$ cat src/rtl/mrr_pkg.sv
package mrr_pkg;

    typedef enum logic [1:0] {
        KIND_SNOOP = 2'd0,
        KIND_READ  = 2'd1,
        KIND_WRITE = 2'd2
    } req_kind_e;

    typedef enum logic [1:0] {
        FLD_BASE   = 2'd0,
        FLD_LIMIT  = 2'd1,
        FLD_CTRL   = 2'd2,
        FLD_GLOBAL = 2'd3
    } cfg_field_e;

endpackage

$ cat src/rtl/mrr_cfg_regs.sv
module mrr_cfg_regs #(
    parameter int ADDR_W     = 32,
    parameter int NODE_W     = 4,
    parameter int NUM_RANGES = 4,
    localparam int IDX_W     = $clog2(NUM_RANGES)
) (
    input  logic                                clk,
    input  logic                                rst,
    input  logic                                cfg_we,
    input  logic [1:0]                          cfg_field,
    input  logic [IDX_W-1:0]                    cfg_idx,
    input  logic [ADDR_W-1:0]                   cfg_wdata,
    output logic [NUM_RANGES-1:0]               rng_en,
    output logic [NUM_RANGES-1:0][NODE_W-1:0]   rng_node,
    output logic [NUM_RANGES-1:0][ADDR_W-1:0]   rng_base,
    output logic [NUM_RANGES-1:0][ADDR_W-1:0]   rng_limit,
    output logic                                dflt_port,
    output logic [NODE_W-1:0]                   dflt_node
);
    import mrr_pkg::*;

    typedef struct packed {
        logic [NUM_RANGES-1:0]             en;
        logic [NUM_RANGES-1:0][NODE_W-1:0] node;
        logic [NUM_RANGES-1:0][ADDR_W-1:0] base;
        logic [NUM_RANGES-1:0][ADDR_W-1:0] limit;
        logic                              dport;
        logic [NODE_W-1:0]                 dnode;
    } cfg_t;

    cfg_t cfg_d, cfg_q;

    always_comb begin
        cfg_d = cfg_q;
        if (cfg_we) begin
            unique case (cfg_field_e'(cfg_field))
                FLD_BASE: begin
                    if (int'(cfg_idx) < NUM_RANGES)
                        cfg_d.base[cfg_idx] = cfg_wdata;
                end
                FLD_LIMIT: begin
                    if (int'(cfg_idx) < NUM_RANGES)
                        cfg_d.limit[cfg_idx] = cfg_wdata;
                end
                FLD_CTRL: begin
                    if (int'(cfg_idx) < NUM_RANGES) begin
                        cfg_d.en[cfg_idx]   = cfg_wdata[0];
                        cfg_d.node[cfg_idx] = cfg_wdata[NODE_W:1];
                    end
                end
                FLD_GLOBAL: begin
                    cfg_d.dport = cfg_wdata[0];
                    cfg_d.dnode = cfg_wdata[NODE_W:1];
                end
                default: ;
            endcase
        end
    end

    always_ff @(posedge clk) begin
        if (rst) cfg_q <= '0;
        else     cfg_q <= cfg_d;
    end

    assign rng_en    = cfg_q.en;
    assign rng_node  = cfg_q.node;
    assign rng_base  = cfg_q.base;
    assign rng_limit = cfg_q.limit;
    assign dflt_port = cfg_q.dport;
    assign dflt_node = cfg_q.dnode;

endmodule

$ cat src/rtl/mrr_range_match.sv
module mrr_range_match #(
    parameter int ADDR_W     = 32,
    parameter int NODE_W     = 4,
    parameter int NUM_RANGES = 4
) (
    input  logic [ADDR_W-1:0]                   addr,
    input  logic [NUM_RANGES-1:0]               rng_en,
    input  logic [NUM_RANGES-1:0][NODE_W-1:0]   rng_node,
    input  logic [NUM_RANGES-1:0][ADDR_W-1:0]   rng_base,
    input  logic [NUM_RANGES-1:0][ADDR_W-1:0]   rng_limit,
    output logic                                hit,
    output logic [NODE_W-1:0]                   hit_node
);
    logic [NUM_RANGES-1:0] hit_vec;

    for (genvar g = 0; g < NUM_RANGES; g++) begin : g_cmp
        assign hit_vec[g] = rng_en[g]
                          && (addr >= rng_base[g])
                          && (addr <= rng_limit[g]);
    end

    // Lowest index wins: scan from the top so lower entries overwrite.
    always_comb begin
        hit_node = '0;
        for (int i = NUM_RANGES - 1; i >= 0; i--) begin
            if (hit_vec[i]) hit_node = rng_node[i];
        end
    end

    assign hit = |hit_vec;

endmodule

$ cat src/rtl/mrr_port_sel.sv
module mrr_port_sel #(
    parameter int ADDR_W    = 32,
    parameter int LINE_BITS = 6
) (
    input  logic [ADDR_W-1:0] addr,
    input  logic              dflt_port,
    output logic              port
);
    // Bit just above the line offset alternates around the default port.
    assign port = addr[LINE_BITS] ^ dflt_port;

endmodule

$ cat src/rtl/mem_req_router.sv
module mem_req_router #(
    parameter int ADDR_W     = 32,
    parameter int NODE_W     = 4,
    parameter int NUM_RANGES = 4,
    parameter int LINE_BITS  = 6,
    localparam int IDX_W     = $clog2(NUM_RANGES)
) (
    input  logic              clk,
    input  logic              rst,
    input  logic              single_node,
    input  logic              cfg_we,
    input  logic [1:0]        cfg_field,
    input  logic [IDX_W-1:0]  cfg_idx,
    input  logic [ADDR_W-1:0] cfg_wdata,
    input  logic              req_valid,
    input  logic [ADDR_W-1:0] req_addr,
    input  logic              req_write,
    output logic              rsp_valid,
    output logic              rsp_local,
    output logic              rsp_port,
    output logic [NODE_W-1:0] rsp_node,
    output logic [1:0]        rsp_kind,
    output logic              mc_valid,
    output logic              mc_write
);
    import mrr_pkg::*;

    typedef struct packed {
        logic              valid;
        logic              is_local;
        logic              port;
        logic [NODE_W-1:0] node;
        req_kind_e         kind;
        logic              mc_valid;
        logic              mc_write;
    } rsp_t;

    logic [NUM_RANGES-1:0]             rng_en;
    logic [NUM_RANGES-1:0][NODE_W-1:0] rng_node;
    logic [NUM_RANGES-1:0][ADDR_W-1:0] rng_base;
    logic [NUM_RANGES-1:0][ADDR_W-1:0] rng_limit;
    logic                              dflt_port;
    logic [NODE_W-1:0]                 dflt_node;
    logic                              hit;
    logic [NODE_W-1:0]                 hit_node;
    logic                              port_sel;

    mrr_cfg_regs #(
        .ADDR_W(ADDR_W), .NODE_W(NODE_W), .NUM_RANGES(NUM_RANGES)
    ) u_cfg (
        .clk(clk), .rst(rst),
        .cfg_we(cfg_we), .cfg_field(cfg_field), .cfg_idx(cfg_idx),
        .cfg_wdata(cfg_wdata),
        .rng_en(rng_en), .rng_node(rng_node),
        .rng_base(rng_base), .rng_limit(rng_limit),
        .dflt_port(dflt_port), .dflt_node(dflt_node)
    );

    mrr_range_match #(
        .ADDR_W(ADDR_W), .NODE_W(NODE_W), .NUM_RANGES(NUM_RANGES)
    ) u_match (
        .addr(req_addr),
        .rng_en(rng_en), .rng_node(rng_node),
        .rng_base(rng_base), .rng_limit(rng_limit),
        .hit(hit), .hit_node(hit_node)
    );

    mrr_port_sel #(
        .ADDR_W(ADDR_W), .LINE_BITS(LINE_BITS)
    ) u_port (
        .addr(req_addr), .dflt_port(dflt_port), .port(port_sel)
    );

    rsp_t rsp_d, rsp_q;

    always_comb begin
        rsp_d = '0;
        if (req_valid) begin
            rsp_d.valid    = 1'b1;
            rsp_d.is_local = hit || single_node;
            rsp_d.port     = port_sel;
            rsp_d.node     = hit ? hit_node : dflt_node;
            if (rsp_d.is_local)
                rsp_d.kind = KIND_SNOOP;
            else
                rsp_d.kind = req_write ? KIND_WRITE : KIND_READ;
            rsp_d.mc_valid = rsp_d.is_local;
            rsp_d.mc_write = rsp_d.is_local && req_write;
        end
    end

    always_ff @(posedge clk) begin
        if (rst) rsp_q <= '0;
        else     rsp_q <= rsp_d;
    end

    assign rsp_valid = rsp_q.valid;
    assign rsp_local = rsp_q.is_local;
    assign rsp_port  = rsp_q.port;
    assign rsp_node  = rsp_q.node;
    assign rsp_kind  = rsp_q.kind;
    assign mc_valid  = rsp_q.mc_valid;
    assign mc_write  = rsp_q.mc_write;

endmodule

$ cat config.mk
export PLATFORM = sky130hd
export DESIGN_NAME = mem_req_router
export DESIGN_NICKNAME = d
export VERILOG_FILES = /design/src/rtl/mrr_pkg.sv /design/src/rtl/mrr_cfg_regs.sv /design/src/rtl/mrr_range_match.sv /design/src/rtl/mrr_port_sel.sv /design/src/rtl/mem_req_router.sv
export SDC_FILE = /design/constraint.sdc
export NUM_CORES = 1
export LEC_CHECK = 0
export ABC_AREA = 0
export BUFFER_PORTS_ARGS = -buffer_cell sky130_fd_sc_hd__buf_2
export CORE_MARGIN = 2
export CORE_UTILIZATION = 55
export DETAILED_ROUTE_END_ITERATION = 8
export HOLD_SLACK_MARGIN = 0.06
export PLACE_DENSITY = 0.85
export SLEW_MARGIN = 20
export SYNTH_ARGS = -nofsm -noshare
export SYNTH_HDL_FRONTEND = slang
export SYNTH_HIERARCHICAL = 1
export SYNTH_SLANG_ARGS = --single-unit
$ cat constraint.sdc
create_clock -name clk -period 7.9 [get_ports clk]
set_clock_uncertainty 0.2 [all_clocks]
set_input_delay 0.395 -clock clk [delete_from_list [all_inputs] [get_ports clk]]
set_output_delay 0.395 -clock clk [all_outputs]
set_load 0.02 [all_outputs]
==> out/metrics.csv, run 1 <==
metric;value;unit
endpoints failing setup;0;
setup TNS;0;ns
hold crit path type;primary input to flop;
number of clock sinks;291;
largest net degree at the start of global routing;173;
row count;66;
num ports;85;
initial antenna violation count;1;
unrepaired setup endpoints after global routing;false;
Synth Cell Area;17900;sq um
Num CTS Buffers;31;
CORE AREA;32300;sq um
Post-synth EDFFs;0;
H-tree Lvls;1;
Worst setup SP type;flop;
CP max FO;6;
status;finished clean;
# DRC;0;
DIE WIDTH;184;microns
Place WS;4.12;ns
Reg area;5830;sq um
#FFs+latches synth;291;
number of global-route vias before repair;14205;
worst vdd ir;0.000172;V
Detail Route Antenna Nets;0;
syn avg cell area;9.22;sq um
overall die height;184;microns
post-synthesis sequential area ratio;0.326;
area of the multi-input gates;10700;sq um
gr ovfl total;0;
Total Wirelength;45400;microns
initial DRC count;886;
endpoint class of the critical path;flop;
post-synth top area share;0.326;
vias;13826;
clock buffer depth;3;
Max Slew Vio Count;0;
Final Hold Viols;0;
post-synth top area cell;dfxtp_1;
Placer Congestion;0.887;
PnR worst setup slack;3.55;ns
Initial Utilization;0.554;
drt first pass iters;5;
final worst-path cycle share;0.551;
PostCTS Resize Cnt;0;
Post-Syn Nets;2271;
fill count;2617;
dpl hpwl;31700;microns
nets;2310;
Routed wire per std cell;18.5;microns
final period demand of the worst path;4.35;ns
Yosys cell types;63;
Worst slew margin;0.432;
CTS root buffer;clkbuf_16;
Global Route Usage Sum;0.267;
Warnings, synthesis;6;
pwr dens;175;nW/um^2
Async S/R FF share, synth;0;
I/O Buffers;84;
Die ar.;34000;sq um
Critical Path RT;8.20;ns
Worst-Skew Late Latency;0.56;ns
share of cells above drive strength 1;0.0833;
Via density;5.65;
Area Growth Syn to Fin;10.1;%
Max Cap Viol;0;
achievable clock frequency;230;MHz
Worst EP arrival;4.65;ns
TritonCTS clock tree;yes;
Lkg Pwr;0.00893;uW
Cells after Synth;1941;
ranking of synthesized cells by area;dfxtp_1, ha_1, mux2i_1;
Post-synth top flop;dfxtp_1;
CP Class;flop to flop;
first-pass GRT wire length;72700;microns
CTS clock-pin slew for the worst setup and hold paths;0.06;ns
Worst-Margin Slew;0.852;ns
[repair_timing]
action                                  4_1_cts  5_1_grt
hold endpoints to repair                     15        0
hold buffers                                 10        0
endpoints found under the setup margin        0        0
setup buffers                                 0        0
[synthesized netlist by cell type (all sizes together), types with 2 or more instances]
library cell	count
or3	2
dfxtp	291
o2bb2ai	2
nor3	8
o221a	4
nand2b	312
a21o	25
nor2b	11
nand4	40
buf	44
o21ai	37
mux2i	289
and2	5
a221o	3
nor2	33
nor3b	2
inv	261
a211oi	20
and4	6
nor4	6
o21a	4
clkbuf	52
or2	4
o221ai	4
nand3	25
nand2	61
or4	2
a21oi	82
o211ai	12
o2111ai	3
a2111oi	8
a31oi	5
and3b	2
and3	4
ha	256
a221oi	5
[logic make-up after synthesis]
group                    share of synthesized area
flip-flops                                   0.326
AO/OA/AOI/OAI                               0.0805
adder cells (fa/ha/maj)                      0.179
AND/OR/NAND/NOR                              0.173
buffers and inverters                       0.0797
multiplexers                                 0.162
XOR/XNOR                                  0.000489
[path summary, 6_finish.rpt]
kind                                     from  cells past startpoint  slack, ns                           endpoint
max           u_cfg/rng_base[57]$_SDFFE_PP0P_                     12       3.55             rsp_kind[1]$_SDFF_PP0_
min                             cfg_wdata[25]                      3       0.12  u_cfg/rng_limit[121]$_SDFFE_PP0P_
max reg2reg   u_cfg/rng_base[57]$_SDFFE_PP0P_                     12       3.55             rsp_kind[1]$_SDFF_PP0_
min reg2reg  u_cfg/rng_limit[54]$_SDFFE_PP0P_                      2       0.28   u_cfg/rng_limit[54]$_SDFFE_PP0P_
[flip-flops by register name (all words and copies together), names as in the netlist]
name,count
mc_valid,1
mc_write,1
rsp_kind,2
rsp_node,4
rsp_port,1
rsp_valid,1
u_cfg/dflt_node,4
u_cfg/dflt_port,1
u_cfg/rng_base,128
u_cfg/rng_en,4
u_cfg/rng_limit,128
u_cfg/rng_node,16
[where the power goes]
group,switching [uW],leakage [uW],internal (uW)
registers,10.5,0.00235,1490
clock network,612,0.000538,937
logic,233,0.00604,161
total,856,0.00893,2590
[routing by layer]
metal	up-vias	global-route usage	wire length, microns
li1	6665	-	-
met1	6668	0.325	19300
met2	377	0.483	22100
met3	116	0.0326	2200
met4	0	0.0986	1730
met5	-	0	0
[critical path, cell delays in order (launching register included)]
cell	delay [ns]
dfxtp_1	0.33
inv_1	0.05
ha_1	0.34
a21o_1	0.18
a221o_1	0.33
a221oi_1	0.56
o21ai_0	0.31
a21oi_1	0.24
a221o_1	0.23
nand4_1	0.48
nor2_4	0.29
and3_1	0.19
dlygate4sd3_1	0.57
[layout by cell type (no fill, tap or decap), types with 31 or more instances in the layout]
master	Yosys	routed
a21oi_1	81	81
buf_2	28	83
clkbuf_16	0	31
dfxtp_1	291	291
ha_1	256	256
inv_1	260	260
mux2i_1	289	289
nand2_1	56	55
nand2b_1	310	310
nand4_1	40	40
nor2_1	32	32
o21ai_0	36	36
[per-stage QoR]
| step | total power, uW | instance area (sq um) | std cells | hold slack, ns | util |
|---|---|---|---|---|---|
| 3_3_place_gp | 1890 | 18500 | 2379 | 0.257 | 0.573 |
| 2_1_floorplan | 1780 | 17900 | 1941 | 0.248 | - |
| 3_5_place_dp | 1910 | 18500 | 2379 | 0.262 | 0.573 |
| 5_1_grt | 3560 | 19700 | 2447 | 0.150 | 0.610 |
| 6_report | 3440 | 19700 | 2448 | 0.118 | 0.610 |
| 4_1_cts | 3460 | 19700 | 2446 | 0.0982 | 0.610 |
[final cells by class]
| class | count | share of cell area |
|---|---|---|
| inverters | 261 | 0.0499 |
| multi-input cells | 1293 | 0.541 |
| clock inverters | 15 | 0.0105 |
| flip-flops and latches | 291 | 0.296 |
| diodes | 2 | 0.000254 |
| well taps | 442 | 0.0281 |
| repair buffers | 102 | 0.0304 |
| clock buffers | 42 | 0.0445 |
(Power assumes the default switching activity.)
==> inputs of run 2 (changes only) <==
Settings changed: PLACE_DENSITY 0.85 to 0.87.
Clock period 7.9 ns to 4 ns, I/O delays scaled along.
==> run 2 against run 1 <==
Net effect:
- first-iteration DRC count rose by 15%
- cell count up 2.0%
- die area unchanged
- combinational power increased by 110%
- sequential power up 97%
- sequential share of layout area down 0.55 points
- utilization grew 1.2 points
- clock power grew 79%
- critical endpoint is now mc_valid$_SDFF_PP0_
- highest routed layer unchanged
==> out/metrics.csv, run 2 (synthesized netlist as in run 1, its figures left out) <==
metric;value;unit
commonest cells after routing, fill and taps aside;nand2b_1, dfxtp_1, mux2i_1;
first-pass GRT wire length;74500;microns
Util after Layout;0.622;
crit-path cells;inv_1, ha_1, nand4_1, a21oi_1, a211oi_1, buf_4, o21ai_0, o22ai_1, nand4_1, buf_4, nor2_4, nor2_1, dlygate4sd3_1;
CTS root buffer;clkbuf_16;
Total Wirelength;47400;microns
Worst setup SP type;flop;
final period demand of the worst path;3.72;ns
Worst-Skew Late Latency;0.57;ns
WP buf/inv;4;
Reg2Reg Setup Slack;0.28;ns
pwr dens;327;nW/um^2
initial DRC count;1018;
Global Route Usage Sum;0.277;
endpoints failing setup;0;
initial antenna violation count;0;
num ports;85;
fill count;2576;
Slowest-stage cell, CP;o21ai_0;
Worst slew margin;0.383;
Crit path max-delay family;compound AO/OA/AOI/OAI gates;
CORE AREA;32300;sq um
endpoint class of the critical path;flop;
Hold Path Cell Cnt;4;
FF-to-FF path depth;13;
final worst-path cycle share;0.929;
DIE WIDTH;184;microns
setup TNS;0;ns
CP max FO;6;
Max Cap Viol;0;
PnR worst setup slack;0.284;ns
Critical Path RT;4.31;ns
Worst-Margin Slew;0.902;ns
Logic pwr share;0.126;
sw frac;0.259;
vias;14197;
hold crit path type;primary input to flop;
gr ovfl total;0;
achievable clock frequency;269;MHz
P_sw;1700;uW
worst vdd ir;0.000320;V
CP Class;flop to flop;
unrepaired setup endpoints after global routing;false;
number of global-route vias before repair;14622;
overall die height;184;microns
largest net degree at the start of global routing;145;
sequential power share;0.451;
# DRC;0;
P_int;4860;uW
Die ar.;34000;sq um
clock buffer depth;3;
number of clock sinks;291;
Area Growth Syn to Fin;12.2;%
Routed wire per std cell;19.0;microns
H-tree Lvls;1;
Post-Layout Cell Count;2498;
Num CTS Buffers;31;
Via density;5.68;
Lkg Pwr;0.00910;uW
r2r endpoint;mc_valid$_SDFF_PP0_;
nets;2362;
I/O Buffers;84;
Final Hold Viols;0;
Placed Cells incl. Taps;2385;
share of cells above drive strength 1;0.0847;
Initial Utilization;0.554;
Max Slew Vio Count;0;
TritonCTS clock tree;yes;
CTS clock-pin slew for the worst setup and hold paths;0.06;ns
FF-to-FF Start;u_cfg/rng_base[117]$_SDFFE_PP0P_;
Hold Crit Start;cfg_field[1];
Detail Route Antenna Nets;0;
Place WS;0.589;ns
dpl hpwl;33100;microns
Worst EP arrival;4.02;ns
hold worst-path end;u_cfg/rng_en[0]$_SDFFE_PP0P_;
row count;66;
commonest non-fill, non-tap cell in the layout;nand2b_1;
Placer Congestion;0.879;
status;finished clean;
clock power share;0.423;
max incr delay on CP;0.64;ns
drt first pass iters;6;
run 2: changes by cell type in the layout (fill, tap and decap cells not counted):
cell           change
dlygate4sd3_1     +41
buf_4             +11
bufinv_16          -4
clkbuf_1           +3
clkbuf_8           -1
clkinv_2           +1
clkinvlp_4         +1
diode_2            -1
inv_6              -1
run 2: repair_timing:
item / CTS / global route
setup buffers: 0 / 5
hold endpoints to repair: 237 / 0
endpoints found under the setup margin: 0 / 2
gates resized for setup: 0 / 0
hold buffers: 51 / 0
run 2: power by group through the flow:
stage                     combinational [uW]  clock [uW]  sequential [uW]
final                                    829        2770             2960
after global routing                     904        2920             2960
after CTS                                810        2800             2960
after detailed placement                 764           0             3020
after global placement                   726           0             3020
after floorplan                          494           0             3020
run 2: tightest hold or removal path, cell delays in order:
cell and delay [ns]:
buf_2 0.11, nor2b_1 0.16, nand2_1 0.23, mux2i_1 0.12
run 2: layout make-up:
cell class                 instances  area, sq um  share of cell area
clock buffer                      44          875              0.0436
tap                              442          553              0.0276
timing repair buffer             154         1090              0.0544
clock inverter                    12         90.1             0.00449
antenna                            1         2.50            0.000125
multi-input combinational       1293        10700               0.531
sequential                       291         5830               0.290
inverter                         261          982              0.0489
run 2: layer usage:
layer | routed length, microns | GRT usage
met1 | 19200 | 0.320
met4 | 2340 | 0.133
met2 | 23000 | 0.493
met5 | 0 | 0
met3 | 2790 | 0.0486
run 2: through the flow:
step / power, uW / hold slack (ns) / area [sq um]
after CTS: 6570 / 0.0915 / 20000
after global routing: 6790 / 0.132 / 20100
final: 6560 / 0.105 / 20100
after floorplan: 3520 / 0.0723 / 17900
after detailed placement: 3790 / 0.202 / 18600
after global placement: 3750 / 0.198 / 18600
run 2: how the worst max path moves through the flow:
stage,from,to,slack (ns),cells after the start
floorplan,u_cfg/rng_limit[53]$_SDFFE_PP0P_,rsp_node[0]$_SDFF_PP0_,1.31,12
global placement,req_addr[25],rsp_kind[1]$_SDFF_PP0_,0.68,11
detailed placement,req_addr[21],rsp_node[3]$_SDFF_PP0_,0.59,11
CTS,u_cfg/rng_limit[78]$_SDFFE_PP0P_,rsp_kind[0]$_SDFF_PP0_,0.11,11
global route,u_cfg/rng_limit[59]$_SDFFE_PP0P_,mc_valid$_SDFF_PP0_,0.21,12
finish,u_cfg/rng_base[117]$_SDFFE_PP0P_,mc_valid$_SDFF_PP0_,0.28,13
==> inputs of run 3 (changes only) <==
Settings changed: RECOVER_POWER set to 100, SETUP_SLACK_MARGIN set to 0.02.
==> run 3 against run 2 <==
Net effect:
- worst setup slack worse by 0.011 ns
- the run now ends with max-capacitance violations, max-slew violations left
- worst hold slack improved by 0.0020 ns
- flip-flop and latch count unchanged
- sequential power about the same
- count of clock-buffer cells in the layout unchanged
- clock power about the same
- largest power group unchanged
==> out/metrics.csv, run 3 (synthesized netlist as in run 1, its figures left out) <==
metric;value;unit
status;finished, violations left;
failing checks;max-capacitance violations, max-slew violations;
number of global-route vias before repair;14622;
num ports;85;
Initial Utilization;0.554;
TritonCTS clock tree;yes;
final period demand of the worst path;3.73;ns
nets;2362;
vias;14185;
Global Route Usage Sum;0.277;
initial antenna violation count;0;
Fin Hold WS;0.107;ns
Worst slew margin;-0.496;
Area Growth Syn to Fin;11.7;%
Max Slew Vio Count;145;
share of cells above drive strength 1;0.0745;
PostCTS Resize Cnt;0;
Reg2Reg Setup Slack;0.27;ns
total chip power;6560;uW
Worst setup SP type;flop;
clock buffer depth;3;
row count;66;
CTS root buffer;clkbuf_16;
Max Cap Viol;1;
Placed Cells incl. Taps;2385;
final worst-path cycle share;0.932;
commonest non-fill, non-tap cell in the layout;nand2b_1;
number of clock sinks;291;
Worst EP arrival;4.04;ns
CORE AREA;32300;sq um
Final Hold Viols;0;
dpl hpwl;33100;microns
largest net degree at the start of global routing;145;
I/O Buffers;84;
endpoint class of the critical path;flop;
commonest cells after routing, fill and taps aside;nand2b_1, dfxtp_1, mux2i_1;
DIE WIDTH;184;microns
Post-Layout Cell Count;2498;
first-pass GRT wire length;74500;microns
CTS clock-pin slew for the worst setup and hold paths;0.06;ns
unrepaired setup endpoints after global routing;false;
gr ovfl total;0;
achievable clock frequency;268;MHz
fill count;2596;
Via density;5.68;
pwr dens;328;nW/um^2
Total Wirelength;47500;microns
worst vdd ir;0.000323;V
Die ar.;34000;sq um
endpoints failing setup;0;
Lkg Pwr;0.00901;uW
Detail Route Antenna Nets;0;
CP max FO;6;
Worst-Margin Slew;2.24;ns
Worst-Skew Late Latency;0.57;ns
setup TNS;0;ns
Critical Path RT;4.31;ns
initial DRC count;953;
Num CTS Buffers;31;
H-tree Lvls;1;
CP Class;flop to flop;
drt first pass iters;6;
Placer Congestion;0.879;
FF-to-FF Start;u_cfg/rng_base[119]$_SDFFE_PP0P_;
Hold Crit Start;cfg_field[1];
# DRC;0;
hold crit path type;primary input to flop;
Routed wire per std cell;19.0;microns
Worst setup startpoint;u_cfg/rng_base[119]$_SDFFE_PP0P_;
overall die height;184;microns
==> run 3: cell count changes in the layout (fill, tap and decap cells not counted), sizes merged <==
cell    change
buf        -19
clkbuf     +19
==> run 3: worst paths after layout <==
kind	depth (start not counted)	endpoint
setup / recovery	13	mc_valid$_SDFF_PP0_
hold / removal	4	u_cfg/rng_en[0]$_SDFFE_PP0P_
setup reg to reg	13	mc_valid$_SDFF_PP0_
hold reg to reg	2	u_cfg/rng_limit[60]$_SDFFE_PP0P_
==> run 3: where the power goes <==
group	leakage, uW	internal, uW	switching (uW)
Combinational	0.00618	349	478
Clock	0.000477	1580	1200
Sequential	0.00235	2940	21.0
Total	0.00901	4860	1700
==> run 3: metal layers <==
layer	global-route usage	vias to the layer above	wire length, microns
met5	0	-	0
met4	0.133	0	2270
met3	0.0486	151	2740
met2	0.493	456	23100
met1	0.320	6821	19400
li1	-	6757	-
==> run 3: area by class of cell <==
cell class | instances | area (sq um) | area share
multi-input cells | 1293 | 10600 | 0.531
flip-flops and latches | 291 | 5830 | 0.291
repair buffers | 154 | 1040 | 0.0519
inverters | 261 | 982 | 0.0491
clock buffers | 44 | 875 | 0.0438
well taps | 442 | 553 | 0.0277
clock inverters | 12 | 90.1 | 0.00451
diodes | 1 | 2.50 | 0.000125
==> run 3: timing repair <==
item                                   4_1_cts  5_1_grt
buffers inserted                             0        5
setup endpoints to repair                    0        2
endpoints found under the hold margin      237        0
hold buffers                                51        0
==> run 3: stage by stage <==
stage                     instance area (sq um)  utilization  setup WS (ns)
after floorplan                           17900            -           1.31
after global placement                    18600        0.575          0.684
after detailed placement                  18600        0.575          0.589
after CTS                                 20000        0.620          0.113
after global routing                      20000        0.619          0.158
final                                     20000        0.619          0.273
==> run 3: worst max-delay path, cell delays in order, from the launching register on <==
cell           delay (ns)
dfxtp_1              0.33
inv_1                0.05
ha_1                 0.29
nand4_1              0.34
a21oi_1              0.37
a211oi_1             0.10
buf_4                0.17
o21ai_0              0.64
o22ai_1              0.20
nand4_1              0.11
buf_4                0.16
nor2_1               0.09
nor2_1               0.08
dlygate4sd3_1        0.55
